[config.mk]
export PLATFORM = sky130hd
export DESIGN_NAME = exc_pipe_tracker
export DESIGN_NICKNAME = d
export VERILOG_FILES = /design/src/rtl/exc_pkg.sv /design/src/rtl/exc_fetch_classify.sv /design/src/rtl/exc_stage_reg.sv /design/src/rtl/exc_side_gate.sv /design/src/rtl/exc_pipe_tracker.sv
export SDC_FILE = /design/constraint.sdc
export NUM_CORES = 1
export LEC_CHECK = 0
export BUFFER_PORTS_ARGS = -buffer_cell sky130_fd_sc_hd__buf_2
export CAP_MARGIN = 5
export CORE_UTILIZATION = 45
export DETAILED_ROUTE_END_ITERATION = 16
export PLACE_DENSITY = 0.8
export RECOVER_POWER = 50
export SYNTH_ARGS = -nofsm -noshare
export SYNTH_HDL_FRONTEND = slang
export SYNTH_HIERARCHICAL = 1
export SYNTH_SLANG_ARGS = --single-unit
[constraint.sdc]
create_clock -name clk -period 1.85 [get_ports clk]
set_clock_uncertainty 0.2 [all_clocks]
set_input_delay 0.555 -clock clk [delete_from_list [all_inputs] [get_ports clk]]
set_output_delay 0.555 -clock clk [all_outputs]
set_load 0.05 [all_outputs]
[src/rtl/exc_pkg.sv]
package exc_pkg;
  typedef enum logic [1:0] {
    ST_AOK = 2'd0,
    ST_ADR = 2'd1,
    ST_INS = 2'd2,
    ST_HLT = 2'd3
  } exc_stat_e;

  localparam int NUM_SLOTS = 4;
  localparam int SLOT_D = 0;
  localparam int SLOT_E = 1;
  localparam int SLOT_M = 2;
  localparam int SLOT_W = 3;
endpackage

[src/rtl/exc_fetch_classify.sv]
module exc_fetch_classify
  import exc_pkg::*;
(
  input  logic      addr_fault,
  input  logic      bad_opcode,
  input  logic      halt,
  output exc_stat_e status
);
  // Address fault first: opcode bytes are meaningless if unreadable.
  always_comb begin
    if (addr_fault)      status = ST_ADR;
    else if (bad_opcode) status = ST_INS;
    else if (halt)       status = ST_HLT;
    else                 status = ST_AOK;
  end
endmodule

[src/rtl/exc_stage_reg.sv]
module exc_stage_reg
  import exc_pkg::*;
#(
  parameter int PC_W = 16
) (
  input  logic            clk,
  input  logic            rst,
  input  logic            clear,
  input  logic            hold,
  input  exc_stat_e       st_in,
  input  logic [PC_W-1:0] pc_in,
  output exc_stat_e       st_q,
  output logic [PC_W-1:0] pc_q
);
  always_ff @(posedge clk) begin
    if (rst || clear) begin
      st_q <= ST_AOK;
      pc_q <= '0;
    end else if (!hold) begin
      st_q <= st_in;
      pc_q <= pc_in;
    end
  end
endmodule

[src/rtl/exc_side_gate.sv]
module exc_side_gate
  import exc_pkg::*;
(
  input  exc_stat_e m_st_eff,
  input  exc_stat_e w_st,
  input  logic      cc_req,
  input  logic      store_req,
  output logic      cc_en,
  output logic      store_en
);
  logic older_bad;
  assign older_bad = (m_st_eff != ST_AOK) || (w_st != ST_AOK);
  assign cc_en     = cc_req && !older_bad;
  assign store_en  = store_req && !older_bad;
endmodule

[src/rtl/exc_pipe_tracker.sv]
module exc_pipe_tracker
  import exc_pkg::*;
#(
  parameter int              PC_W       = 16,
  parameter logic [PC_W-1:0] HANDLER_PC = 'h0100
) (
  input  logic            clk,
  input  logic            rst,
  input  logic [PC_W-1:0] f_pc,
  input  logic            f_addr_fault,
  input  logic            f_bad_opcode,
  input  logic            f_halt,
  input  logic            d_stall,
  input  logic            d_bubble,
  input  logic            e_bubble,
  input  logic            m_data_fault,
  input  logic            e_sets_cc,
  input  logic            m_store_req,
  output logic            cc_update_en,
  output logic            dmem_write_en,
  output logic            exc_taken,
  output logic [1:0]      exc_status,
  output logic [PC_W-1:0] exc_pc,
  output logic [PC_W-1:0] redirect_pc
);
  exc_stat_e       f_st;
  exc_stat_e       m_eff;
  exc_stat_e       st_d [NUM_SLOTS];
  exc_stat_e       st_q [NUM_SLOTS];
  logic [PC_W-1:0] pc_d [NUM_SLOTS];
  logic [PC_W-1:0] pc_q [NUM_SLOTS];
  logic            clr  [NUM_SLOTS];
  logic            hld  [NUM_SLOTS];
  logic            flush;

  exc_fetch_classify u_cls (
    .addr_fault (f_addr_fault),
    .bad_opcode (f_bad_opcode),
    .halt       (f_halt),
    .status     (f_st)
  );

  // Memory stage may overwrite with a data-address fault.
  assign m_eff = m_data_fault ? ST_ADR : st_q[SLOT_M];
  assign flush = (st_q[SLOT_W] != ST_AOK);

  always_comb begin
    for (int i = 0; i < NUM_SLOTS; i++) begin
      hld[i] = 1'b0;
      clr[i] = flush;
      if (i == SLOT_D) begin
        st_d[i] = f_st;
        pc_d[i] = f_pc;
      end else if (i == SLOT_W) begin
        st_d[i] = m_eff;
        pc_d[i] = pc_q[i-1];
      end else begin
        st_d[i] = st_q[i-1];
        pc_d[i] = pc_q[i-1];
      end
    end
    hld[SLOT_D] = d_stall;
    clr[SLOT_D] = flush || d_bubble;
    clr[SLOT_E] = flush || e_bubble;
  end

  for (genvar g = 0; g < NUM_SLOTS; g++) begin : g_slot
    exc_stage_reg #(.PC_W(PC_W)) u_reg (
      .clk   (clk),
      .rst   (rst),
      .clear (clr[g]),
      .hold  (hld[g]),
      .st_in (st_d[g]),
      .pc_in (pc_d[g]),
      .st_q  (st_q[g]),
      .pc_q  (pc_q[g])
    );
  end

  exc_side_gate u_gate (
    .m_st_eff  (m_eff),
    .w_st      (st_q[SLOT_W]),
    .cc_req    (e_sets_cc),
    .store_req (m_store_req),
    .cc_en     (cc_update_en),
    .store_en  (dmem_write_en)
  );

  assign exc_taken   = flush;
  assign exc_status  = st_q[SLOT_W];
  assign exc_pc      = pc_q[SLOT_W];
  assign redirect_pc = HANDLER_PC;
endmodule

==> key figures <==
Status
  – Status: finished with violations
  – Failing checks: negative setup slack

Final layout
  – Fin area: 0.00328 mm^2
  – Register area: 0.00145 mm^2
  – Fillers: around 540
  – Fin cells: roughly 400
  – Final net count: around 340
  – Area of the multi-input gates: 0.00118 mm^2
  – Area overhead of the layout relative to synthesis: 14.7%
  – # diodes: 0
  – Fraction of layout cells with a size suffix above 1: 23.7%

GRT
  – First-pass GRT wire length: ~7800 um
  – Largest net degree at the start of global routing: 19
  – Vias in the first global route: 1668
  – Initial antenna violation count: 0
  – GRT Residual Overflow: 0
  – GRT Util Overall: roughly 16%

Synth
  – Yosys cell types: 14
  – Syn Inst Count: 266
  – Mapped cell area: roughly 0.0029 mm^2
  – Post-synthesis sequential area ratio: between 50 and 60%
  – Synthesis warning total: 6
  – Synthesized flop and latch total: 72
  – Syn Area/Cell: around 11 um^2

STA
  – Worst-margin pin slew: ~0.63 ns
  – Final setup viols: 3
  – Final WS setup: -0.423 ns
  – Peak Freq: between 400 and 500 MHz
  – Slew headroom: between 50% and 60%
  – Fin. Hold Viols: 0
  – Slew Limit Fails: 0
  – RSZ-0062 raised after global routing: yes
  – Tcrit/Tclk final: 123%
  – WHS: 0.252 ns
  – Minimum clock period: 2.27 ns

Worst setup path
  – Setup CP Type: in -> out
  – Reg2Reg Depth: 6
  – Critical path depth: 5
  – CP Capture Type: output pin
  – CP Launch Type: input port
  – FF-to-FF End: g_slot[1].u_reg/pc_q[10]
  – Worst Path Buf+Inv: 2
  – CP Cell Sequence: buf_6, or2_4, nor4_4, and2_4, buf_8
  – Crit Path Max Fanout: 2
  – Max incr delay on CP: 0.28 ns
  – FF-to-FF setup slack: about 0.070 ns
  – CP max stage cell: nor4_4
  – Crit path capture: cc_update_en
  – Crit. Startpoint: m_data_fault
  – Worst Path Required: 1.09 ns
  – R2R Path Start: g_slot[3].u_reg/st_q[1]
  – Crit path max-delay family: simple AND/OR/NAND/NOR gates
  – Arrival time worst endpoint: approximately 1.5 ns

Pwr
  – Peak VDD IR: 460 uV
  – Leak Pwr: roughly 1.6 nW
  – Power Density: a little over 900 mW/mm^2
  – Tot Pwr: 0.00300 W

Die
  – Die Wd: around 80 um
  – Core area: around 0.006 mm^2
  – IO Count: 64
  – Initial cell density of the core: between 40 and 50%
  – Die Ht: ~82 um
  – DIE AREA: roughly 0.0067 mm^2
  – Rows: 28

Placement
  – Placed cell area: around 0.0030 mm^2
  – Placed cells: roughly 380
  – Port Buffers: 47
  – GP Congestion: around 0.73
  – Dpl hpwl: between 3000 and 4000 um

Clocking
  – Clk Latency, worst-skew pair: ~0.33 ns
  – Worst-path clk slew: about 0.07 ns
  – Clock sink count: a little over 70
  – H-Tree Depth: 3
  – Total CTS buffers: 9
  – CTS Buffer Depth: 2
  – Clock root cell: clkbuf_8
  – CTS tree: done

Route
  – Number of DRC markers in iteration 0: 82
  – Drt wl/cell: approximately 12 um
  – TritonRoute pass-1 iters: 4
  – Vias: 1838
  – Vias per Instance: between 4 and 5
  – Final WL: between 4000 and 5000 um
  – Antenna-violating nets left: 0
  – DRC viols: 0

Min path
  – Worst hold path type: in -> reg

Flow run
  – Max Cap Viol: 0
area by class of cell:
class / instances / share of cell area, %
inverters: 1 / 0.115
clock inverters: 2 / 0.382
well taps: 75 / 2.86
multi-input cells: 178 / 35.9
clock buffers: 14 / 5.27
repair buffers: 54 / 11.2
flip-flops and latches: 72 / 44.2
cells in the mapped netlist:
cell type	instances	area, um^2
or3_1	2	12.5
buf_4	16	120
and2_1	2	12.5
nor2b_1	1	6.26
nor4_2	1	12.5
buf_6	12	135
nor2_1	74	278
a21o_1	1	7.51
dfxtp_1	72	1440
or2_1	6	37.5
buf_8	4	60.1
conb_1	2	7.51
mux2i_1	72	721
inv_1	1	3.75
through the flow:
stage          utilization [%]  setup slack, ns  TNS, ns
3_3_place_gp              50.0           -0.511    -1.02
6_report                  54.4           -0.423   -0.945
5_1_grt                   54.4           -0.480    -1.10
4_1_cts                   54.0           -0.397   -0.871
2_1_floorplan                -           -0.243    -2.34
3_5_place_dp              50.0           -0.538    -1.07
cell families after synthesis:
| kind of cell | count (synthesis) | share of synthesized area [%] |
|---|---|---|
| DFF | 72 | 50.5 |
| buffers and inverters | 33 | 11.2 |
| AOI/OAI and AO/OA | 1 | 0.263 |
| muxes | 72 | 25.2 |
| and+or+nand+nor | 86 | 12.6 |
| other | 2 | 0.263 |
layout by cell type, fill, tap and decap left out, types with 3 or more instances in the layout:
cell type	count
buf_2	42
nor2_1	74
buf_8	3
conb_1	19
mux2i_1	72
clkbuf_8	12
dfxtp_1	69
buf_12	3
or2_1	4
buf_4	4
worst min-delay path, cell delays in order:
cell	delay, ns
buf_2	0.07
mux2i_1	0.05
nor2_1	0.07
metal layers:
metal | up-vias | routed length (um) | GRT usage (%)
met5 | - | 0 | 0
met4 | 0 | 98 | 8.42
met3 | 10 | 277 | 5.56
met2 | 45 | 2180 | 24.6
met1 | 843 | 2260 | 19.3
li1 | 940 | - | -
worst min-delay path by stage:
stage | startpoint | endpoint | slack (ns) | depth (start not counted)
after floorplan | g_slot[0].u_reg/pc_q[0] | g_slot[1].u_reg/pc_q[0] | 0.26 | 2
after global placement | g_slot[2].u_reg/pc_q[11] | g_slot[3].u_reg/pc_q[11] | 0.27 | 2
after detailed placement | g_slot[0].u_reg/pc_q[5] | g_slot[1].u_reg/pc_q[5] | 0.28 | 2
after CTS | f_pc[11] | g_slot[0].u_reg/pc_q[11] | 0.23 | 3
after global routing | f_pc[11] | g_slot[0].u_reg/pc_q[11] | 0.25 | 3
final | f_pc[11] | g_slot[0].u_reg/pc_q[11] | 0.25 | 3
registers in the layout, summed over array words and instances (netlist names):
name	count
g_slot.u_reg/pc_q	64
g_slot.u_reg/st_q	8
power breakdown:
group	internal, W	switching [W]	leakage [nW]
Clock	0.000596	0.000520	0.0927
Sequential	0.00157	0.0000127	0.583
Combinational	0.000109	0.000192	0.887
what timing repair did:
action / CTS / global route
setup buffers: 2 / 0
pin swaps: 5 / 4
setup endpoints to repair: 3 / 4
cloned: 0 / 0
hold buffers: 0 / 0
resized for setup: 13 / 6
hold endpoints to repair: 0 / 0
No activity file was read; power rests on OpenSTA's default activity.
